**src/rtl/sbt_pkg.sv**
```systemverilog
package sbt_pkg;
  localparam int OP_W = 3;
  localparam logic [OP_W-1:0] OP_NONE    = 3'd0;
  localparam logic [OP_W-1:0] OP_ACT     = 3'd1;
  localparam logic [OP_W-1:0] OP_RD      = 3'd2;
  localparam logic [OP_W-1:0] OP_WR      = 3'd3;
  localparam logic [OP_W-1:0] OP_PRE_ONE = 3'd4;
  localparam logic [OP_W-1:0] OP_PRE_ALL = 3'd5;

  typedef enum logic [1:0] {
    VERDICT_DROP  = 2'd0,
    VERDICT_ISSUE = 2'd1,
    VERDICT_FAULT = 2'd2
  } verdict_e;
endpackage

```
**src/rtl/sbt_bank_slot.sv**
```systemverilog
module sbt_bank_slot #(
  parameter int TRP_CYCLES = 3
) (
  input  logic clk,
  input  logic rst_n,
  input  logic act_hit,
  input  logic pre_hit,
  output logic is_open,
  output logic recovering
);
  localparam int TW = (TRP_CYCLES > 1) ? $clog2(TRP_CYCLES) : 1;
  localparam logic [TW-1:0] RELOAD = TW'(TRP_CYCLES - 1);

  logic          open_q;
  logic [TW-1:0] wait_q;

  always_ff @(posedge clk) begin
    if (!rst_n) begin
      open_q <= 1'b0;
      wait_q <= '0;
    end else if (pre_hit) begin
      open_q <= 1'b0;
      wait_q <= RELOAD;
    end else begin
      if (act_hit) open_q <= 1'b1;
      if (wait_q != '0) wait_q <= wait_q - 1'b1;
    end
  end

  assign is_open    = open_q;
  assign recovering = (wait_q != '0);


  act_blocked_chk: assert property (@(posedge clk) disable iff (!rst_n)
    act_hit |-> !recovering);

  wait_bound_chk: assert property (@(posedge clk) disable iff (!rst_n)
    wait_q <= RELOAD);

  open_after_act_chk: assert property (@(posedge clk) disable iff (!rst_n)
    (act_hit && !pre_hit) |=> is_open);

  closed_after_pre_chk: assert property (@(posedge clk) disable iff (!rst_n)
    pre_hit |=> !is_open);
endmodule

```
**src/rtl/sbt_req_check.sv**
```systemverilog
module sbt_req_check
  import sbt_pkg::*;
#(
  parameter int NUM_BANKS = 4,
  localparam int BA_W = $clog2(NUM_BANKS)
) (
  input  logic                 fire,
  input  logic [OP_W-1:0]      op,
  input  logic [BA_W-1:0]      bank,
  input  logic [NUM_BANKS-1:0] open_vec,
  input  logic [NUM_BANKS-1:0] recov_vec,
  output logic                 stall,
  output logic                 issue,
  output logic                 fault,
  output logic [NUM_BANKS-1:0] act_hits,
  output logic [NUM_BANKS-1:0] pre_hits
);
  verdict_e verdict;

  assign stall = (op == OP_ACT) && recov_vec[bank];

  always_comb begin
    verdict = VERDICT_DROP;
    case (op)
      OP_NONE:                verdict = VERDICT_DROP;
      OP_ACT:                 verdict = open_vec[bank] ? VERDICT_FAULT : VERDICT_ISSUE;
      OP_RD, OP_WR:           verdict = open_vec[bank] ? VERDICT_ISSUE : VERDICT_FAULT;
      OP_PRE_ONE, OP_PRE_ALL: verdict = VERDICT_ISSUE;
      default:                verdict = VERDICT_FAULT;
    endcase
  end

  assign issue = fire && (verdict == VERDICT_ISSUE);
  assign fault = fire && (verdict == VERDICT_FAULT);

  for (genvar i = 0; i < NUM_BANKS; i++) begin : g_hit
    assign act_hits[i] = issue && (op == OP_ACT) && (bank == BA_W'(i));
    assign pre_hits[i] = issue && ((op == OP_PRE_ALL) ||
                                   ((op == OP_PRE_ONE) && (bank == BA_W'(i))));
  end
endmodule

```
**src/rtl/sbt_cmd_reg.sv**
```systemverilog
module sbt_cmd_reg
  import sbt_pkg::*;
#(
  parameter int NUM_BANKS = 4,
  localparam int BA_W = $clog2(NUM_BANKS)
) (
  input  logic            clk,
  input  logic            rst_n,
  input  logic            issue,
  input  logic            fault,
  input  logic [OP_W-1:0] op,
  input  logic [BA_W-1:0] bank,
  output logic            cmd_valid,
  output logic [OP_W-1:0] cmd_op,
  output logic            cmd_a10,
  output logic [BA_W-1:0] cmd_ba,
  output logic            err_pulse
);
  logic all_scope;
  assign all_scope = (op == OP_PRE_ALL);

  always_ff @(posedge clk) begin
    if (!rst_n) begin
      cmd_valid <= 1'b0;
      cmd_op    <= OP_NONE;
      cmd_a10   <= 1'b0;
      cmd_ba    <= '0;
      err_pulse <= 1'b0;
    end else begin
      cmd_valid <= issue;
      err_pulse <= fault;
      cmd_op    <= issue ? op : OP_NONE;
      cmd_a10   <= issue && all_scope;
      cmd_ba    <= (issue && !all_scope) ? bank : '0;
    end
  end


  single_response_chk: assert property (@(posedge clk) disable iff (!rst_n)
    !(cmd_valid && err_pulse));

  a10_scope_chk: assert property (@(posedge clk) disable iff (!rst_n)
    cmd_a10 |-> (cmd_op == OP_PRE_ALL) && (cmd_ba == '0));

  idle_fields_chk: assert property (@(posedge clk) disable iff (!rst_n)
    !cmd_valid |-> (cmd_op == OP_NONE) && !cmd_a10);
endmodule

```
**src/rtl/sdram_bank_tracker.sv**
```systemverilog
module sdram_bank_tracker
  import sbt_pkg::*;
#(
  parameter int NUM_BANKS  = 4,
  parameter int TRP_CYCLES = 3,
  localparam int BA_W = $clog2(NUM_BANKS)
) (
  input  logic                 clk,
  input  logic                 rst_n,
  input  logic                 req_valid,
  output logic                 req_ready,
  input  logic [2:0]           req_op,
  input  logic [BA_W-1:0]      req_bank,
  output logic                 cmd_valid,
  output logic [2:0]           cmd_op,
  output logic                 cmd_a10,
  output logic [BA_W-1:0]      cmd_ba,
  output logic                 err_pulse,
  output logic [NUM_BANKS-1:0] bank_open
);
  logic                 stall, fire, issue, fault;
  logic [NUM_BANKS-1:0] open_vec, recov_vec, act_hits, pre_hits;

  assign req_ready = !stall;
  assign fire      = req_valid && req_ready;

  sbt_req_check #(.NUM_BANKS(NUM_BANKS)) u_check (
    .fire      (fire),
    .op        (req_op),
    .bank      (req_bank),
    .open_vec  (open_vec),
    .recov_vec (recov_vec),
    .stall     (stall),
    .issue     (issue),
    .fault     (fault),
    .act_hits  (act_hits),
    .pre_hits  (pre_hits)
  );

  for (genvar i = 0; i < NUM_BANKS; i++) begin : g_bank
    sbt_bank_slot #(.TRP_CYCLES(TRP_CYCLES)) u_slot (
      .clk        (clk),
      .rst_n      (rst_n),
      .act_hit    (act_hits[i]),
      .pre_hit    (pre_hits[i]),
      .is_open    (open_vec[i]),
      .recovering (recov_vec[i])
    );
  end

  sbt_cmd_reg #(.NUM_BANKS(NUM_BANKS)) u_cmd (
    .clk       (clk),
    .rst_n     (rst_n),
    .issue     (issue),
    .fault     (fault),
    .op        (req_op),
    .bank      (req_bank),
    .cmd_valid (cmd_valid),
    .cmd_op    (cmd_op),
    .cmd_a10   (cmd_a10),
    .cmd_ba    (cmd_ba),
    .err_pulse (err_pulse)
  );

  assign bank_open = open_vec;


  stall_only_act_chk: assert property (@(posedge clk) disable iff (!rst_n)
    !req_ready |-> (req_op == OP_ACT));

  idle_access_chk: assert property (@(posedge clk) disable iff (!rst_n)
    (fire && (req_op == OP_RD || req_op == OP_WR) && !bank_open[req_bank])
    |=> err_pulse && !cmd_valid);

  all_close_chk: assert property (@(posedge clk) disable iff (!rst_n)
    (fire && req_op == OP_PRE_ALL) |=> (bank_open == '0) && cmd_a10);
endmodule

```
**config.mk**
```make
export PLATFORM = sky130hd
export DESIGN_NAME = sdram_bank_tracker
export DESIGN_NICKNAME = d
export VERILOG_FILES = /design/src/rtl/sbt_pkg.sv /design/src/rtl/sbt_bank_slot.sv /design/src/rtl/sbt_req_check.sv /design/src/rtl/sbt_cmd_reg.sv /design/src/rtl/sdram_bank_tracker.sv
export SDC_FILE = /design/constraint.sdc
export NUM_CORES = 1
export LEC_CHECK = 0
export BUFFER_PORTS_ARGS = -buffer_cell sky130_fd_sc_hd__buf_2
export CAP_MARGIN = 5
export CORE_MARGIN = 1.5
export CORE_UTILIZATION = 25
export DETAILED_ROUTE_END_ITERATION = 6
export GPL_TIMING_DRIVEN = 0
export PLACE_DENSITY = 0.48
export SKIP_LAST_GASP = 1
export SLEW_MARGIN = 10
export SYNTH_ARGS = -nofsm -noshare
export SYNTH_HDL_FRONTEND = slang
export SYNTH_SLANG_ARGS = --single-unit
```
**constraint.sdc**
```tcl
create_clock -name clk -period 2 [get_ports clk]
set_clock_uncertainty 0.1 [all_clocks]
set_input_delay 0.1 -clock clk [delete_from_list [all_inputs] [get_ports clk]]
set_output_delay 0.1 -clock clk [all_outputs]
set_load 0.01 [all_outputs]
```
# Word level (Yosys, flattened, before mapping)
# Index checks and enable logic that the tools add are counted.
[classes]
order_cmp = 1
n_eq_ne = 10
n_reduce_logical = 43
bitwise = 1
muxes = 15
add_sub_neg = 4
[ops]
columns = ["operator", "count"]
rows = [
  ["2-bit two-way mux", 10],
  ["1-bit logical AND", 19],
  ["2-bit nonzero test", 8],
  ["2-bit OR reduction", 6],
  ["2-bit case mux with 4 select lines", 1],
  ["2-bit by 1-bit subtractor with 2-bit output, second input constant", 4],
  ["2-bit == test, second input constant", 3],
  ["3-bit by 2-bit == test with 1-bit output, second input constant", 2],
  ["3-bit == test, second input constant", 2],
  ["1-bit binary-select mux with 2-bit select", 2],
  ["2-bit by 1-bit == test with 1-bit output, second input constant", 2],
  ["1-bit logical OR", 4],
  ["2-bit AND reduction", 2],
  ["3-bit by 1-bit == test with 1-bit output, second input constant", 1],
  ["3-bit logical NOT", 1],
  ["2-bit by 3-bit < comparator with 1-bit output, second input constant", 1],
  ["1-bit logical NOT", 2],
  ["2-bit logical NOT", 1],
  ["1-bit two-way mux", 2],
  ["1-bit NOT", 1],
]
[word_totals]
word_cells = 91
input_bits = 8
ff_bits = 20
out_inout_bits = 13

# Depth between registers and ports, before layout
# Gate-level depths: netlist (run 1).
[logic_depth]
word_depth = 9
ltp_mapped = 5
depth_no_buf = 4

# By module
# Synthesis (run 1) repeated with hierarchy kept, for this count alone.
[unflattened]
cells_unflattened = 85
hier_area_um2 = 852.1
[by_module_without_submodules]
columns = ["mod", "area_per_inst_um2", "seq_area_each_um2", "cells_each", "n_inst"]
rows = [
  ["sbt_bank_slot", 101.3, 60.1, 9, 4],
  ["sbt_cmd_reg", 224.0, 160.2, 18, 1],
  ["sbt_req_check", 212.7, 0.0, 29, 1],
  ["sdram_bank_tracker", 10.0, 0.0, 2, 1],
]

# Worst setup path before layout (run 1)
# OpenSTA, ideal clock, no wires.
[synth_path]
path_type = "flip-flop to flip-flop"
from = "register g_bank[2].u_slot.open_q"
to = "register u_cmd.cmd_ba[0]"
setup_slack_ns = 0.575
synth_period_minus_slack_ns = 1.425
required_ns = 1.772
setup_time_ns = 0.128
t_arrival_ns = 1.198
path_buffers = 0
stages_incl_launch_ff = 5
cell_sequence = "dfxtp_1 > mux4_1 > a21o_2 > nand4_1 > o21ai_0"
[synth_via]
elab_chain_cells = 8
elab_cells_between_ends = 9
cone_classes = "eq/ne: 1; mux: 5; reduce/logical: 3"
[synth_lines]
columns = ["element", "line_no", "text"]
rows = [
  ["start: declaration", "sbt_bank_slot.sv:14", "logic open_q;"],
  ["start signal: assignment", "sbt_bank_slot.sv:19", "open_q <= 1'b0;"],
  ["start signal: assignment", "sbt_bank_slot.sv:22", "open_q <= 1'b0;"],
  ["start signal: assignment", "sbt_bank_slot.sv:25", "if (act_hit) open_q <= 1'b1;"],
  ["1-bit binary-select mux with 2-bit select (*)", "sbt_req_check.sv:26, sbt_req_check.sv:27", ""],
  ["1-bit two-way mux (implied by the code) (*)", "sbt_req_check.sv:26, sbt_req_check.sv:27", ""],
  ["2-bit two-way mux (on tied branches)", "sbt_req_check.sv:27, sbt_req_check.sv:26", ""],
  ["2-bit case mux with 4 select lines (*)", "sbt_req_check.sv:24", "case (op)"],
  ["2-bit by 1-bit == test with 1-bit output (*)", "sbt_req_check.sv:33", "assign issue = fire && (verdict == VERDICT_ISSUE);"],
  ["1-bit logical AND (*)", "sbt_req_check.sv:33", ""],
  ["1-bit logical AND (*)", "sbt_cmd_reg.sv:34", "cmd_ba <= (issue && !all_scope) ? bank : '0;"],
  ["2-bit AND reduction (no source line) (*)", "n/a", ""],
  ["end signal: assignment", "sbt_cmd_reg.sv:34", ""],
  ["end: declaration", "sbt_cmd_reg.sv:16", "output logic [BA_W-1:0] cmd_ba,"],
]
# Every way passes the cells marked *; elsewhere a longest branch is shown, timed or not. The select of a mux whose other input is x is not followed.
# A chain may end at the register's enable or synchronous reset.

# Final worst setup path (run 1)
[layout_path]
from = "register g_bank[1].u_slot.open_q"
to = "register u_cmd.cmd_ba[1]"
[layout_via]
elab_chain_cells = 8
elab_cells_between_ends = 9
cone_classes = "eq/ne: 1; mux: 5; reduce/logical: 3"
[layout_lines]
columns = ["element", "line_no"]
rows = [
  ["start: declaration", "sbt_bank_slot.sv:14"],
  ["start signal: assignment", "sbt_bank_slot.sv:19"],
  ["start signal: assignment", "sbt_bank_slot.sv:22"],
  ["start signal: assignment", "sbt_bank_slot.sv:25"],
  ["1-bit binary-select mux with 2-bit select (*)", "sbt_req_check.sv:26, sbt_req_check.sv:27"],
  ["1-bit two-way mux (implied by the code) (*)", "sbt_req_check.sv:26, sbt_req_check.sv:27"],
  ["2-bit two-way mux (on tied branches)", "sbt_req_check.sv:27, sbt_req_check.sv:26"],
  ["2-bit case mux with 4 select lines (*)", "sbt_req_check.sv:24"],
  ["2-bit by 1-bit == test with 1-bit output (*)", "sbt_req_check.sv:33"],
  ["1-bit logical AND (*)", "sbt_req_check.sv:33"],
  ["1-bit logical AND (*)", "sbt_cmd_reg.sv:34"],
  ["2-bit AND reduction (no source line) (*)", "n/a"],
]
# Marks and branches as above.

==> results.md, run 1 <==
- Hold endpoint: u_cmd.cmd_op[1]
- #FFs+latches synth: 20
- Critical path class: register to register
- Worst reg2reg setup slack: 460 ps
- Hold_sp: req_op[1]
- Cell Area, Synth: 937 um^2
- Die area: 4120 um^2
- All-Layer GR Usage: 10.5%
- Drc violations: 0
- Placer Congestion: 0.755
- CP Data Arrival Time: 1570 ps
- Critical path buffer and inverter count: 0
- Grt ovf: 0
- Power density over the cells: 663 nW/um^2
- Ys async rst share: 0%
- Detailed Route Iter0 Violations: 14
- Commonest cells after routing, fill and taps aside: 22 x buf_2, 20 x dfxtp_1, 9 x nand2_1
- Reg2reg path depth: 4
- CP max-delay cell: mux4_1
- I/O Buffers: 20
- Fmax: 648 MHz
- Io pins: 21
- Sequential share of the synthesized area: 42.7%
- Post-DR vias/cell: 4.60
- Area Growth Syn to Fin: 21.5%
- Synthesized instance count: 98
- H-tree level count: 1
- Multi-input logic area: 470 um^2
- Crit-path max cell delay: 530 ps
- Worst vdd ir: 0.279 mV
- Slew margin rel.: 74.5%
- Comb power frac: 11.9%
- Vias in the first global route: 739
- Setup crit end kind: register
- P_int: 0.000577 W
- Type of the tightest min-delay check: primary input to register
- Fill count: 402
- Setup ws final: 456 ps
- CORE AREA: 3630 um^2
- Commonest non-fill, non-tap cell in the layout: buf_2
- Via count: 778
- Nets: 131
- Psw: 0.000179 W
- Slew Limit Fails: 0
- Final period utilization: 77.2%
- Root Buffer: clkbuf_8
- Longest Clk Path Bufs: 2
- Routed Antenna Nets: 0
- Switch share: 23.6%
- Worst hold slack: 36.4 ps
- Mapped Avg Cell Area: 9.56 um^2
- Post-CTS Setup Repair Bufs: 0
- Sequential share of power: 54.2%
- DR pass1 iterations: 4
- Reg area: 400 um^2
- Outcome: completed
- Num rows: 22
- Share of cells above drive strength 1: 28.9%
- Hold buffer count at cts: 0
- N_diodes: 0
- Crit path max fanout: 4
- Worst-path clk slew: 70 ps
- Min-Delay Path Depth: 3
- Die height: 64.2 um
- Synth Warn #: 0
- Clock sinks: 20
- RSZ-0062 raised after global routing: no
- Post-layout min period: 1540 ps
- CP top delay family: multiplexers
- Setup_tns: 0 ps
- EDFF count, synth: 0
- CTS resizes: 0
- Pre-CTS worst setup slack: 470 ps
- Total CTS buffers: 3
- Crit-path cells: mux4_1 -> a21o_2 -> nand4_1 -> o21ai_0
- Worst skew pair latency: 250 ps
- Top_reg_cell synth: dfxtp_1
- Reg-to-reg critical path endpoint: u_cmd.cmd_ba[1]
- Cell variety after synth: 33
- Initial Utilization: 25.8%
- Global-route wire length before repair: 3330 um
- Routed WL: 1980 um
- Largest net degree at the start of global routing: 11
- Placed cell areas: 1100 um^2
- CP startpoint kind: register
- CTS tree: yes
- Tightest Pin Transition: 382 ps
- Wirelength per Cell: 11.7 um
- Die Width: 64.2 um
- Setup Viol. Count Final: 0
- Max cap viols: 0
- Initial antenna violation count: 0
- Final Hold Vio Count: 0
- Leak: 0.487 nW
- RR Startpoint: g_bank[1].u_slot.is_open
- Dpl hpwl: 1470 um
- Syn_nets: 106
- Clock share of power: 33.9%
- Final non-filler cell area: 1140 um^2
- CP required: 2030 ps
==> sequential cells by signal, summed over array words and instances, names as in the netlist <==
register	flops
u_cmd.cmd_a10	1
g_bank.u_slot.wait_q	8
g_bank.u_slot.is_open	4
u_cmd.cmd_ba	2
u_cmd.cmd_op	3
u_cmd.err_pulse	1
u_cmd.cmd_valid	1
==> worst max path at each step <==
stage	cells past startpoint	slack [ps]	from	to
6_report	4	460	g_bank[1].u_slot.is_open	u_cmd.cmd_ba[1]
5_1_grt	5	360	g_bank[0].u_slot.wait_q[1]	req_ready
4_1_cts	5	440	g_bank[0].u_slot.wait_q[1]	req_ready
3_5_place_dp	4	470	g_bank[2].u_slot.is_open	u_cmd.cmd_ba[1]
3_3_place_gp	4	490	g_bank[2].u_slot.is_open	u_cmd.cmd_ba[0]
2_1_floorplan	4	570	g_bank[2].u_slot.is_open	u_cmd.cmd_ba[0]
==> Yosys cell counts, drive strengths merged (2+ instances only) <==
library cell	n	area share [%]
a21boi	4	3.2
a21o	2	1.7
and2	2	1.3
and4b	4	4.3
buf	7	5.5
clkbuf	2	0.80
dfxtp	20	43
inv	2	0.80
mux2i	2	2.1
nand2	9	3.6
nand3	7	3.7
nand4	2	1.3
nand4b	2	1.9
nor2	6	2.4
nor2b	4	2.7
o21ai	7	3.7
o41ai	4	3.7
==> routing by layer <==
metal	part of all wire, %	GRT usage [%]
met5	0	0
met4	1.1	3.46
met3	6.2	4.40
met2	42	15.5
met1	51	13.6
==> kinds of logic after synthesis <==
kind of cell           synth area share (%)
and+or+nand+nor                        26.7
DFF                                    42.7
AOI/OAI and AO/OA                      18.6
muxes                                  4.94
buffers and inverters                  7.08
==> worst min-delay path, delay by kind of cell <==
kind	cells	cell delay (ps)
buffers and inverters	1	150
and+or+nand+nor	2	100
==> stage by stage <==
stage / power [W] / util [%] / std cells
4_1_cts: 0.000769 / 31.3 / 169
3_5_place_dp: 0.000507 / 30.2 / 166
3_3_place_gp: 0.000507 / 30.2 / 166
2_1_floorplan: 0.000477 / - / 98
6_report: 0.000755 / 31.3 / 169
5_1_grt: 0.000799 / 31.3 / 169
==> power groups by stage <==
stage	Clock [W]	Combinational, W	Sequential [W]
floorplan	0	0.0000567	0.000421
global placement	0	0.0000880	0.000419
detailed placement	0	0.0000884	0.000419
CTS	0.000270	0.0000891	0.000409
global route	0.000289	0.0000991	0.000410
finish	0.000256	0.0000896	0.000410
==> layout make-up <==
type	instances	area share, %
Buffer	9	5.16
Clock buffer	3	3.63
Inverter	2	0.659
Multi-Input combinational cell	67	41.3
Sequential cell	20	35.2
Tap cell	48	5.27
Timing Repair Buffer	20	8.79
Power figures use the tool's default switching activity.
==> run 2, diff against run 1 <==
- clock period: 2 -> 1.45 ns (I/O delays scaled with it)
==> run 2 against run 1 <==
Design area grew 8.8%. Non-clock buffer count grew 7. Combinational power grew 58%. Sequential power grew 38%. First-iteration DRC count shrank 7.1%. Clock power grew 38%. Sequential share of layout area shrank 2.0 points. Routed wire length grew 5.7%. Utilization grew 2.8 points. Clock-buffer cell count is the same. Highest routed layer unchanged.
==> results.md, run 2 (synthesis gave the netlist of run 1 again) <==
- Die Width: 64.2 um (unchanged)
- Drc violations: 0 (unchanged)
- Die area: 4120 um^2 (unchanged)
- CP startpoint kind: register
- Largest net degree at the start of global routing: 11 (unchanged)
- Leak: 0.546 nW (+12%)
- Nets: 138 (+5.3%)
- Fill count: 394 (-2.0%)
- Clock sinks: 20 (unchanged)
- Area Growth Syn to Fin: 32.2%
- RR Startpoint: g_bank[3].u_slot.is_open
- Share of cells above drive strength 1: 44.5% (+16 points)
- Routed Antenna Nets: 0 (unchanged)
- Longest Clk Path Bufs: 2 (unchanged)
- Final Hold Vio Count: 0 (unchanged)
- N_diodes: 0 (unchanged)
- Worst skew pair latency: 250 ps (about the same)
- Worst-path clk slew: 70 ps (about the same)
- CORE AREA: 3630 um^2 (unchanged)
- Power density over the cells: 856 nW/um^2 (+29%)
- All-Layer GR Usage: 10.7% (+0.22 points)
- Via count: 813 (+4.5%)
- Reg-to-reg critical path endpoint: u_cmd.cmd_ba[0]
- Commonest cells after routing, fill and taps aside: 22 x buf_2, 12 x dfxtp_1, 11 x buf_4
- Slew Limit Fails: 0 (unchanged)
- Placed cell areas: 1100 um^2 (unchanged)
- Max cap viols: 0 (unchanged)
- Root Buffer: clkbuf_8
- Global-route wire length before repair: 3400 um (+2.3%)
- Num rows: 22 (unchanged)
- Hold buffer count at cts: 0 (unchanged)
- Commonest non-fill, non-tap cell in the layout: buf_2
- Total CTS buffers: 3 (unchanged)
- Hold endpoint: u_cmd.cmd_op[1]
- I/O Buffers: 20 (unchanged)
- Placer Congestion: 0.755 (unchanged)
- Crit path max fanout: 4 (unchanged)
- CP Data Arrival Time: 1460 ps (-110 ps)
- Setup Viol. Count Final: 0 (unchanged)
- Top reg by flops: g_bank.u_slot.wait_q
- Dpl hpwl: 1470 um (unchanged)
- Hold_sp: req_op[1]
- Wirelength per Cell: 11.9 um (+1.5%)
- Overall Power: 0.00106 W (+40%)
- Tightest Pin Transition: 378 ps (-4.14 ps)
- Reg2reg path depth: 4 (unchanged)
- Type of the tightest min-delay check: primary input to register
- Routed WL: 2090 um (+5.7%)
- Fmax: 701 MHz (+8.3%)
- Critical path class: register to register
- Min-Delay Path Depth: 3 (unchanged)
- RSZ-0062 raised after global routing: yes
- DR pass1 iterations: 4 (unchanged)
- Setup ws final: 23.7 ps (-432 ps)
- Grt ovf: 0 (unchanged)
- Pre-CTS worst setup slack: -80.1 ps (-550 ps)
- Setup crit end kind: register
- Initial Utilization: 25.8% (unchanged)
- Post-DR vias/cell: 4.62 (+0.34%)
- Worst reg2reg setup slack: 20 ps (-430 ps)
- Slew margin rel.: 74.8% (+0.28 points)
- Vias in the first global route: 761 (+3.0%)
- Post-layout min period: 1430 ps (-118 ps)
- Final period utilization: 98.4% (+21 points)
- Number of flip-flops in the largest register: 8 (unchanged)
- Worst vdd ir: 0.394 mV (+41%)
- CTS tree: yes
- Final non-filler cell area: 1240 um^2 (+8.8%)
- Detailed Route Iter0 Violations: 13 (-1)
- Outcome: completed
- Io pins: 21 (unchanged)
- CP required: 1480 ps (-550 ps)
- H-tree level count: 1 (unchanged)
- Die height: 64.2 um (unchanged)
- Initial antenna violation count: 0 (unchanged)
## run 2: cell types whose count changed in the layout (fill, tap and decap cells not counted), moves of 3 or more
| cell | change |
|---|---|
| dfxtp_1 | -8 |
| o41ai_1 | -4 |
| dfxtp_2 | +8 |
| buf_4 | +7 |
| o41ai_2 | +4 |
| o21ai_1 | +3 |
| o21ai_0 | -3 |
## run 2: worst max-delay path by stage
stage | from | endpoint | slack, ps | cells past startpoint
2_1_floorplan | g_bank[2].u_slot.is_open | u_cmd.cmd_ba[0] | 20 | 4
3_3_place_gp | g_bank[2].u_slot.is_open | u_cmd.cmd_ba[0] | -60 | 4
3_5_place_dp | g_bank[2].u_slot.is_open | u_cmd.cmd_ba[1] | -80 | 4
4_1_cts | g_bank[3].u_slot.wait_q[0] | req_ready | 7 | 5
5_1_grt | g_bank[3].u_slot.is_open | u_cmd.cmd_ba[0] | -50 | 4
6_report | g_bank[3].u_slot.is_open | u_cmd.cmd_ba[0] | 20 | 4
## run 2: layout make-up
| type | instances | area (um^2) | area share [%] |
|---|---|---|---|
| inverter | 2 | 7.51 | 0.606 |
| buffer | 9 | 58.8 | 4.75 |
| timing repair buffer | 27 | 153 | 12.3 |
| clock buffer | 3 | 41.3 | 3.33 |
| multi-input combinational | 67 | 508 | 41.0 |
| sequential | 20 | 410 | 33.1 |
| tap | 48 | 60.1 | 4.85 |
## run 2: timing repair
action	CTS	global route
gates resized for setup	10	9
setup endpoints to repair	5	9
setup buffers	3	4
endpoints found under the hold margin	0	0
pin swaps	3	4
## run 2: stage by stage
step | instances | util [%] | TNS [ps] | hold slack (ps)
global route | 176 | 34.1 | -165 | 43.5
detailed placement | 166 | 30.2 | -224 | 272
finish | 176 | 34.1 | 0 | 9.07
CTS | 172 | 32.3 | 0 | 0.382
global placement | 166 | 30.2 | -190 | 270
floorplan | 98 | - | 0 | 86.3
## run 2: layer usage
metal	vias to the layer above	track usage (%)	share of wire, %
met4	0	3.46	0.91
li1	417	-	-
met2	19	16.3	46
met5	-	0	0
met1	373	13.6	47
met3	4	4.40	6.3
## run 2: power by group
group | leakage (nW) | switching (W) | total [W] | internal, W
Clock | 0.0216 | 0.000168 | 0.000352 | 0.000185
Sequential | 0.166 | 0.00000493 | 0.000565 | 0.000561
Combinational | 0.358 | 0.0000811 | 0.000142 | 0.0000611
Total | 0.546 | 0.000254 | 0.00106 | 0.000806
## run 2: worst max-delay path, stage by stage, from the launching register on
cell and delay [ps]:
dfxtp_2 330, mux4_2 490, a21o_4 230, nand4_1 80, o21ai_1 70
